File: config.mk
export PLATFORM = sky130hd
export DESIGN_NAME = cfgl_serial_loader
export DESIGN_NICKNAME = d
export VERILOG_FILES = /design/src/rtl/cfgl_pkg.sv /design/src/rtl/cfgl_sync.sv /design/src/rtl/cfgl_rise.sv /design/src/rtl/cfgl_shifter.sv /design/src/rtl/cfgl_hold.sv /design/src/rtl/cfgl_serial_loader.sv
export SDC_FILE = /design/constraint.sdc
export NUM_CORES = 1
export LEC_CHECK = 0
export BUFFER_PORTS_ARGS = -buffer_cell sky130_fd_sc_hd__buf_2
export CAP_MARGIN = 20
export CORE_ASPECT_RATIO = 1.25
export CORE_MARGIN = 4
export CORE_UTILIZATION = 44
export CTS_CLUSTER_DIAMETER = 150
export CTS_CLUSTER_SIZE = 25
export DETAILED_ROUTE_END_ITERATION = 7
export MAX_ROUTING_LAYER = met4
export PLACE_DENSITY = 0.75
export SKIP_CTS_REPAIR_TIMING = 1
export SYNTH_ARGS = -nofsm -noshare
export SYNTH_HDL_FRONTEND = slang
export SYNTH_SLANG_ARGS = --single-unit
File: constraint.sdc
create_clock -name clk -period 2.3 [get_ports clk]
set_input_delay 0.46 -clock clk [delete_from_list [all_inputs] [get_ports clk]]
set_output_delay 0.46 -clock clk [all_outputs]
set_load 0.02 [all_outputs]
File: src/rtl/cfgl_pkg.sv
package cfgl_pkg;
   localparam int unsigned PRE_W_DEF  = 5;
   localparam int unsigned POST_W_DEF = 3;
   localparam int unsigned FB_W_DEF   = 10;
   localparam int unsigned SYNC_DEF   = 2;
   localparam int unsigned PRE_RST    = 1;
   localparam int unsigned POST_RST   = 0;
   localparam int unsigned FB_RST     = 1;
endpackage

File: src/rtl/cfgl_sync.sv
module cfgl_sync #(
   parameter int unsigned WID    = 3,
   parameter int unsigned STAGES = 2
) (
   input  logic           clk,
   input  logic           rst_n,
   input  logic [WID-1:0] din,
   output logic [WID-1:0] dout
);
   initial begin
      assert (STAGES >= 2) else $error("cfgl_sync: STAGES must be at least 2");
      assert (WID >= 1) else $error("cfgl_sync: WID must be at least 1");
   end

   logic [WID-1:0] chain [STAGES];

   always_ff @(posedge clk) begin
      if (!rst_n) chain[0] <= '0;
      else        chain[0] <= din;
   end

   for (genvar s = 1; s < STAGES; s++) begin : g_stage
      always_ff @(posedge clk) begin
         if (!rst_n) chain[s] <= '0;
         else        chain[s] <= chain[s-1];
      end
   end

   assign dout = chain[STAGES-1];
endmodule

File: src/rtl/cfgl_rise.sv
module cfgl_rise #(
   parameter int unsigned WID = 2
) (
   input  logic           clk,
   input  logic           rst_n,
   input  logic [WID-1:0] lvl,
   output logic [WID-1:0] rise
);
   logic [WID-1:0] prev;

   always_ff @(posedge clk) begin
      if (!rst_n) prev <= '0;
      else        prev <= lvl;
   end

   assign rise = lvl & ~prev;
endmodule

File: src/rtl/cfgl_shifter.sv
module cfgl_shifter #(
   parameter int unsigned W         = 18,
   parameter bit          MSB_FIRST = 1'b1
) (
   input  logic         clk,
   input  logic         rst_n,
   input  logic         shift_en,
   input  logic         din,
   output logic [W-1:0] word
);
   initial begin
      assert (W >= 2) else $error("cfgl_shifter: W must be at least 2");
   end

   logic [W-1:0] nxt;

   if (MSB_FIRST) begin : g_msb
      assign nxt = {word[W-2:0], din};
   end else begin : g_lsb
      assign nxt = {din, word[W-1:1]};
   end

   always_ff @(posedge clk) begin
      if (!rst_n)        word <= '0;
      else if (shift_en) word <= nxt;
   end
endmodule

File: src/rtl/cfgl_hold.sv
module cfgl_hold #(
   parameter int unsigned PRE_W    = 5,
   parameter int unsigned POST_W   = 3,
   parameter int unsigned FB_W     = 10,
   parameter int unsigned PRE_RST  = 1,
   parameter int unsigned POST_RST = 0,
   parameter int unsigned FB_RST   = 1,
   localparam int unsigned W       = PRE_W + POST_W + FB_W
) (
   input  logic              clk,
   input  logic              rst_n,
   input  logic              commit,
   input  logic [W-1:0]      word,
   output logic [PRE_W-1:0]  pre_q,
   output logic [POST_W-1:0] post_q,
   output logic [FB_W-1:0]   fb_q,
   output logic              upd_q
);
   initial begin
      assert (PRE_RST < (2 ** PRE_W)) else $error("cfgl_hold: PRE_RST too wide");
      assert (POST_RST < (2 ** POST_W)) else $error("cfgl_hold: POST_RST too wide");
      assert (FB_RST < (2 ** FB_W)) else $error("cfgl_hold: FB_RST too wide");
   end

   always_ff @(posedge clk) begin
      if (!rst_n) begin
         pre_q  <= PRE_W'(PRE_RST);
         post_q <= POST_W'(POST_RST);
         fb_q   <= FB_W'(FB_RST);
         upd_q  <= 1'b0;
      end else begin
         upd_q <= commit;
         if (commit) begin
            pre_q  <= word[W-1 -: PRE_W];
            post_q <= word[FB_W +: POST_W];
            fb_q   <= word[FB_W-1:0];
         end
      end
   end
endmodule

File: src/rtl/cfgl_serial_loader.sv
module cfgl_serial_loader #(
   parameter int unsigned PRE_W       = cfgl_pkg::PRE_W_DEF,
   parameter int unsigned POST_W      = cfgl_pkg::POST_W_DEF,
   parameter int unsigned FB_W        = cfgl_pkg::FB_W_DEF,
   parameter int unsigned SYNC_STAGES = cfgl_pkg::SYNC_DEF,
   parameter bit          MSB_FIRST   = 1'b1,
   parameter bit          LD_ACT_HIGH = 1'b1
) (
   input  logic              clk,
   input  logic              rst_n,
   input  logic              ser_clk,
   input  logic              ser_dat,
   input  logic              ser_ld,
   output logic [PRE_W-1:0]  pre_div,
   output logic [POST_W-1:0] post_code,
   output logic [FB_W-1:0]   fb_div,
   output logic              cfg_upd
);
   localparam int unsigned FRAME_W = PRE_W + POST_W + FB_W;

   initial begin
      assert (PRE_W >= 1 && POST_W >= 1 && FB_W >= 1)
         else $error("cfgl_serial_loader: every field needs at least one bit");
   end

   logic         ld_norm;
   logic [2:0]   raw_v, syn_v;
   logic [1:0]   edg;
   logic         sclk_rise, load_rise, din_s;
   logic [FRAME_W-1:0] word;

   if (LD_ACT_HIGH) begin : g_ld_hi
      assign ld_norm = ser_ld;
   end else begin : g_ld_lo
      assign ld_norm = ~ser_ld;
   end

   assign raw_v = {ld_norm, ser_dat, ser_clk};

   cfgl_sync #(.WID(3), .STAGES(SYNC_STAGES)) u_sync (
      .clk(clk), .rst_n(rst_n), .din(raw_v), .dout(syn_v)
   );

   cfgl_rise #(.WID(2)) u_rise (
      .clk(clk), .rst_n(rst_n), .lvl({syn_v[2], syn_v[0]}), .rise(edg)
   );

   assign sclk_rise = edg[0];
   assign load_rise = edg[1];
   assign din_s     = syn_v[1];

   cfgl_shifter #(.W(FRAME_W), .MSB_FIRST(MSB_FIRST)) u_shift (
      .clk(clk), .rst_n(rst_n), .shift_en(sclk_rise), .din(din_s), .word(word)
   );

   cfgl_hold #(
      .PRE_W(PRE_W), .POST_W(POST_W), .FB_W(FB_W),
      .PRE_RST(cfgl_pkg::PRE_RST), .POST_RST(cfgl_pkg::POST_RST), .FB_RST(cfgl_pkg::FB_RST)
   ) u_hold (
      .clk(clk), .rst_n(rst_n), .commit(load_rise), .word(word),
      .pre_q(pre_div), .post_q(post_code), .fb_q(fb_div), .upd_q(cfg_upd)
   );
endmodule

# Word level (Yosys, flattened, before mapping)
# Memory sizes are Yosys's and may differ from the RTL's.
# Cells that the tools add are included.
op_classes:
  muxes: 4
  n_bitwise: 4
op_table:
  columns: ["cell", "count"]
  rows:
  - ["$mux 3", 2]
  - ["$and 2x2->2", 1]
  - ["$mux 1", 2]
  - ["$not 2->2", 1]
  - ["$or 1x1->1", 2]
word_totals:
  register_bits: 39
  mem_bits_rw: 6
  in_bits: 5
  out_inout_bits: 19
  elab_cells: 15
  memories: 1
memory_table:
  columns: ["memory", "words", "word_bits", "rd", "rd_clocked_by_memory_dff", "wr", "line_no", "source"]
  rows:
  - ["u_sync.chain", 2, 3, 2, 0, 2, "cfgl_sync.sv:15", "logic [WID-1:0] chain [STAGES];"]

# Logic depth before layout (Yosys ltp)
# Gate-level depths: netlist (run 1).
depth:
  ltp_word: 2
  mapped_depth: 4
  depth_no_buf: 2

# Cells and area by module
# Synthesis (run 1) repeated with hierarchy kept, for this count alone.
unflattened:
  cells_unflattened: 134
  hier_area_um2: 1636.6
modules_own_cells:
  columns: ["module", "n_inst", "cells_per_inst", "area_per_inst_um2", "seq_area_each_um2"]
  rows:
  - ["cfgl_hold", 1, 59, 710.7, 380.4]
  - ["cfgl_shifter", 1, 57, 688.2, 360.3]
  - ["cfgl_sync", 1, 12, 157.7, 120.1]
  - ["cfgl_rise", 1, 6, 80.1, 40.0]

# Least setup slack after synthesis (run 1)
# Ideal clock, no wire load.
synth_timing:
  path_type: "input port to flip-flop"
  start: "input rst_n"
  end: "register u_hold.post_q[0]"
  setup_ps: 72
  arrival_time_ps: 956
  required_time_ps: 2228
  setup_slack_ps: 1273
  path_stages: 4
  n_path_buf: 2
  path_cell_list: "buf_2 buf_2 nand2_1 mux2i_1"
synth_rtl:
  columns: ["item", "line_no", "source"]
  rows:
  - ["from (decl)", "cfgl_serial_loader.sv:10", "input logic rst_n,"]
  - ["to (signal assigned)", "cfgl_hold.sv:28", "post_q <= POST_W'(POST_RST);"]
  - ["to (signal assigned)", "cfgl_hold.sv:35", "post_q <= word[FB_W +: POST_W];"]
  - ["to (decl)", "cfgl_hold.sv:15", "output logic [POST_W-1:0] post_q,"]

# Final worst setup path (run 1)
layout_timing:
  start: "register u_hold.fb_q[5]"
  end: "output fb_div[5]"
layout_rtl:
  columns: ["item", "line_no", "source"]
  rows:
  - ["from (decl)", "cfgl_hold.sv:16", "output logic [FB_W-1:0] fb_q,"]
  - ["from (signal assigned)", "cfgl_hold.sv:29", "fb_q <= FB_W'(FB_RST);"]
  - ["from (signal assigned)", "cfgl_hold.sv:36", "fb_q <= word[FB_W-1:0];"]
  - ["to (decl)", "cfgl_serial_loader.sv:16", "output logic [FB_W-1:0] fb_div,"]
# No word-level cell between the ends.

==> out/metrics.cfg, run 1 <==
[synth]
netlist_instances=141
yosysWarnings=0
synth_area_um2=1595
synth_nets=146
synth_area_leaders=dfxtp_1 (56%), mux2i_1 (21%), nand2_1 (8.2%), and2_1 (2.7%), buf_12 (2.5%)
yosysUniqueCellTypes=16
yosysTopAreaCell=dfxtp_1
synth_seq_cells=45
seq_area_frac_synth_pct=56.47
synth_top_area_share_pct=56.47
syn_avg_cell_area_um2=11.31

[min_path]
hp-class=in2reg
hold_end=u_sync.chain[0][1]
holdPathStages=2
hold_start=ser_dat

[route]
vias=977
wl_per_cell_um=12.40
routed_wl_um=2504
drt_iter0_drc=18
drt_pass1_iterations=4
drc_errors=0
via_per_inst=4.837
ant_nets=0

[worst_setup_path]
crit_arrival_ns=0.84
slowest_stage=dfxtp_1
crit_type=reg2out
reg2reg_slack_ns=1.06
cp_max_fo=2
critical_path_buf_inv_count=1
end_kind=primary output
reg2regPathDepth=2
r2r-end=u_shift.word[1]
start_kind=flop
path_cells=buf_2
crit_required_ns=1.84
r2r-start=u_sync.chain[1][0]
slowest_delay_ns=0.36
critPathTopFamily=flip-flops

[power]
power_mw=1.426
power_density_nw_per_um2=800.4
leakagePower_nw=0.7859
vdd_drop_max_uv=494.3

[placement]
place_ws_ns=0.7814
hpwl_um=1718
dp.cells=194
finalWeightedCongestion=0.6845
port_buffers=23
dpl_cell_area_um2=1667

[sta]
grt_setup_unrepaired=false
tns_ns=0
setup_violations=0
post-route-min-period_ns=1.295
slew_headroom_pct=53.97
holdWs_ns=0.3716
tightest_slew_ns=0.6905
skew_ns=0.01117
setup_ws_ns=1.005
slew_violations=0
period_share_pct=56.32
maxClockFrequency_mhz=772.0
hold_viol=0

[final_layout]
diodes=0
drive_gt1_share_pct=20.86
postLayoutCellArea_um2=1782
instances_no_fill=202
multiInputGateArea_um2=594.3
synthToLayoutAreaGrowth_pct=11.69
nNetsFinal=167
fill_cells=311
fin_util_pct=51.15
regArea_um2=900.9

[grt]
grt_max_degree=46
grt_first_pass_wirelength_um=4105
grt-ovfl-total=0
track_usage_pct=12.71
grt_pass1_vias=933
grt_antenna_before_repair=0

[die]
die_h_um=75.32
rows=24
fp.coreArea_um2=3483
io_pins=24
initial_core_util_pct=45.80
die_x_um=61.86
fp.dieArea_um2=4659

[clock_tree]
htree_levels=2
cts-root-buf=clkbuf_8
cts_tree=yes
cts_max_path_buffers=2
clk_latency_ns=0.30
path_clk_slew_ns=0.09
clock_sinks=45
numCtsBuffers=5

[run]
max_cap_violations=0

[outcome]
status=finished, final reports clean

==> sequential cells by signal, indices dropped and copies added, names as in the netlist <==
signal	cells
u_hold.post_q	3
u_hold.fb_q	10
u_rise.prev	2
u_hold.upd_q	1
u_hold.pre_q	5
u_sync.chain	6
u_shift.word	18
==> routing by layer <==
layer	part of all wire (%)	track usage (%)	vias to the layer above
li1	-	-	497
met1	42	13.57	448
met2	49	20.02	23
met3	5.0	3.729	9
met4	3.1	8.491	0
met5	0	-	-
==> area by class of cell <==
| class | instances | area share (%) |
|---|---|---|
| Sequential cell | 45 | 50.56 |
| Multi-Input combinational cell | 85 | 33.36 |
| Timing Repair Buffer | 23 | 6.461 |
| Clock buffer | 5 | 3.862 |
| Tap cell | 39 | 2.739 |
| Clock inverter | 3 | 2.598 |
| Inverter | 2 | 0.4213 |
==> synthesized netlist by cell type <==
cell type and count:
dfxtp_1 45, o211ai_1 2, and2_1 7, buf_12 2, and2b_1 1, and2_2 1, nand3b_1 2, inv_1 2
buf_2 3, buf_4 2, nor2b_1 1, buf_6 2, mux2i_1 34, nand2b_4 1, nand2_1 35, nor2b_4 1
==> worst max path at each step <==
stage                         from                to  slack (ns)  cells past startpoint
floorplan                    rst_n  u_hold.post_q[0]        1.27                      4
global placement             rst_n    u_hold.fb_q[4]        0.86                      3
detailed placement           rst_n   u_shift.word[1]        0.78                      3
CTS                 u_hold.fb_q[5]         fb_div[5]        1.00                      1
global route                 rst_n   u_shift.word[3]        0.94                      3
finish              u_hold.fb_q[5]         fb_div[5]        1.00                      1
==> power by group <==
part           switching (mW)  total, mW  internal, mW
Clock                   0.263      0.588         0.325
Combinational          0.0285     0.0479        0.0193
Sequential            0.00400      0.791         0.787
==> cell usage in the layout, fill, tap and decap left out, drive strengths merged <==
| cell | Yosys | routed |
|---|---|---|
| and2 | 8 | 8 |
| and2b | 1 | 1 |
| buf | 9 | 23 |
| bufinv | 0 | 1 |
| clkbuf | 0 | 5 |
| clkinv | 0 | 1 |
| clkinvlp | 0 | 1 |
| dfxtp | 45 | 45 |
| inv | 2 | 2 |
| mux2i | 34 | 34 |
| nand2 | 35 | 35 |
| nand2b | 1 | 1 |
| nand3b | 2 | 2 |
| nor2b | 2 | 2 |
| o211ai | 2 | 2 |
==> kinds of logic after synthesis <==
logic type	Yosys count	synth area share (%)
DFF	45	56.47
muxes	34	21.33
AOI/OAI and AO/OA	2	0.9409
buffers and inverters	11	6.274
and+or+nand+nor	49	14.98
No activity file was read; power rests on OpenSTA's default activity.
==> run 2: changes to the inputs <==
- ABC_AREA: default -> 1
- clock period: 2.3 -> 1.3 ns (I/O delays scaled with it)
==> out/metrics.cfg, run 2 <==
[route]
drc_errors=0
ant_nets=0
via_per_inst=4.561
wl_per_cell_um=10.08
routed_wl_um=3217
drt_pass1_iterations=4
vias=1455
drt_iter0_drc=65

[synth]
yosys.area_share.adder_pct=0
yosysUniqueCellTypes=12
yosysWarnings=0
synth_area_um2=1759
synth_ff_type=dfxtp_1
yosys.area_share.simple_pct=36.98
yosysMostFrequentCell=nor2_1
netlist_instances=243
synth_seq_cells=45
yosysTopAreaCell=dfxtp_1
synth_top_area_share_pct=51.21
synthMuxAreaShare_pct=0
seq_area_frac_synth_pct=51.21
synth-async-reset-ratio_pct=0
synth_area_leaders=dfxtp_1 (51%), nor2_1 (14%), nand3_1 (11%), nand2_1 (9.6%), inv_1 (5.8%)
synth_top_family_by_area=simple AND/OR/NAND/NOR gates
syn_avg_cell_area_um2=7.239
synth_compound_area_share_pct=0
synth_xor_area_share_pct=0
yosys-top-cells-count=nor2_1 (67), dfxtp_1 (45), nand2_1 (45), nand3_1 (37), inv_1 (27)
synth_nets=248
synth-edff-count=0

[sta]
setup_ws_ns=0.2311
maxClockFrequency_mhz=935.5
skew_ns=0.004103
tns_ns=0
holdWs_ns=0.1446
setup_violations=0
grt_setup_unrepaired=false
slew_violations=0
tightest_slew_ns=0.4549
hold_viol=0
slew_headroom_pct=69.60
period_share_pct=82.23
post-route-min-period_ns=1.069

[outcome]
status=finished, final reports clean

[clock_tree]
cts_max_path_buffers=2
clock_sinks=45
clk_latency_ns=0.29
path_clk_slew_ns=0.08
htree_levels=2
cts-root-buf=clkbuf_8
numCtsBuffers=5
cts_tree=yes

[worst_setup_path]
crit_required_ns=1.04
slowest_delay_ns=0.35
reg2reg_slack_ns=0.28
r2r-start=u_sync.chain[1][0]
start_kind=flop
critPathTopFamily=flip-flops
reg2regPathDepth=4
slowest_stage=dfxtp_1
r2r-end=u_shift.word[13]
path_cells=buf_2
crit_type=reg2out
critical_path_buf_inv_count=1
crit_arrival_ns=0.81
end_kind=primary output
cp_max_fo=2

[die]
rows=25
fp.dieArea_um2=5080
die_h_um=78.70
initial_core_util_pct=46.10
fp.coreArea_um2=3816
io_pins=24
die_x_um=64.56

[placement]
hpwl_um=2090
dpl_cell_area_um2=1893
port_buffers=23
dp.cells=311
finalWeightedCongestion=0.7365
place_ws_ns=0.2768

[power]
leakagePower_nw=0.9488
power_mw=2.823
vdd_drop_max_uv=835.8
power_density_nw_per_um2=1405

[min_path]
hold_start=ser_ld
holdPathStages=3
hold_end=u_sync.chain[0][2]
hp-class=in2reg

[final_layout]
final_common_cell=nor2_1
drive_gt1_share_pct=16.23
layout_common_cells=nor2_1 (67), nand2_1 (45), dfxtp_1 (45), nand3_1 (37), inv_1 (27)
diodes=0
fin_util_pct=52.66
postLayoutCellArea_um2=2009
instances_no_fill=319
synthToLayoutAreaGrowth_pct=14.22
top_register=u_shift.word
largest_reg_flops=18
reg_top3=u_shift.word x18, u_hold.fb_q x10, u_sync.chain x6
nNetsFinal=269

[grt]
grt_max_degree=26
track_usage_pct=14.91
grt_antenna_before_repair=0
busiest_layer=met2
use_met1_pct=14.49
use_met2_pct=26.86
grt_pass1_vias=1391
grt_first_pass_wirelength_um=5761
grt-ovfl-total=0
met3_usage_pct=4.243

[run]
max_cap_violations=0

run 2: cell types whose count changed after synthesis, moves of 7 or more:
cell	before	now
inv_1	2	27
nor2_1	0	67
nand3_1	0	37
nand2_1	35	45
mux2i_1	34	0
and2_1	7	0
run 2: worst max-delay path by stage:
stage / start / to / slack (ns) / depth (start not counted)
global route: u_sync.chain[1][0] / u_shift.word[13] / 0.14 / 4
detailed placement: u_sync.chain[1][0] / u_shift.word[13] / 0.28 / 4
finish: u_hold.fb_q[4] / fb_div[4] / 0.23 / 1
global placement: u_sync.chain[1][0] / u_shift.word[3] / 0.32 / 4
CTS: u_hold.fb_q[4] / fb_div[4] / 0.22 / 1
floorplan: u_sync.chain[1][0] / u_shift.word[13] / 0.41 / 5
run 2: routing by layer:
metal | part of all wire, % | wire [µm]
met1 | 43 | 1392
met2 | 51 | 1635
met3 | 3.5 | 114
met4 | 2.3 | 74
met5 | 0 | 0
run 2: tightest hold or removal path: cells and delay by family:
kind	cells	cell delay, ns
buffers and inverters	2	0.11
AND/OR/NAND/NOR	1	0.04
run 2: logic make-up (layout without fill, tap and decap cells):
| group | count (synthesis) | count (layout) |
|---|---|---|
| and+or+nand+nor | 154 | 154 |
| DFF | 45 | 45 |
| buffers and inverters | 44 | 66 |
run 2: cell type report:
cell class	instances	area, µm²
clock buffer	7	86.33
clock inverter	1	30.03
fill	387	1807
inverter	31	116.4
multi-input combinational	154	650.6
sequential	45	900.9
tap	54	67.56
timing repair buffer	27	157.7
run 2: report_power, final:
| group | switching [mW] | leakage [nW] | internal [mW] | total, mW |
|---|---|---|---|---|
| clock network | 0.437 | 0.0585 | 0.626 | 1.06 |
| logic | 0.180 | 0.522 | 0.105 | 0.286 |
| registers | 0.0309 | 0.368 | 1.44 | 1.47 |
| total | 0.648 | 0.949 | 2.18 | 2.82 |
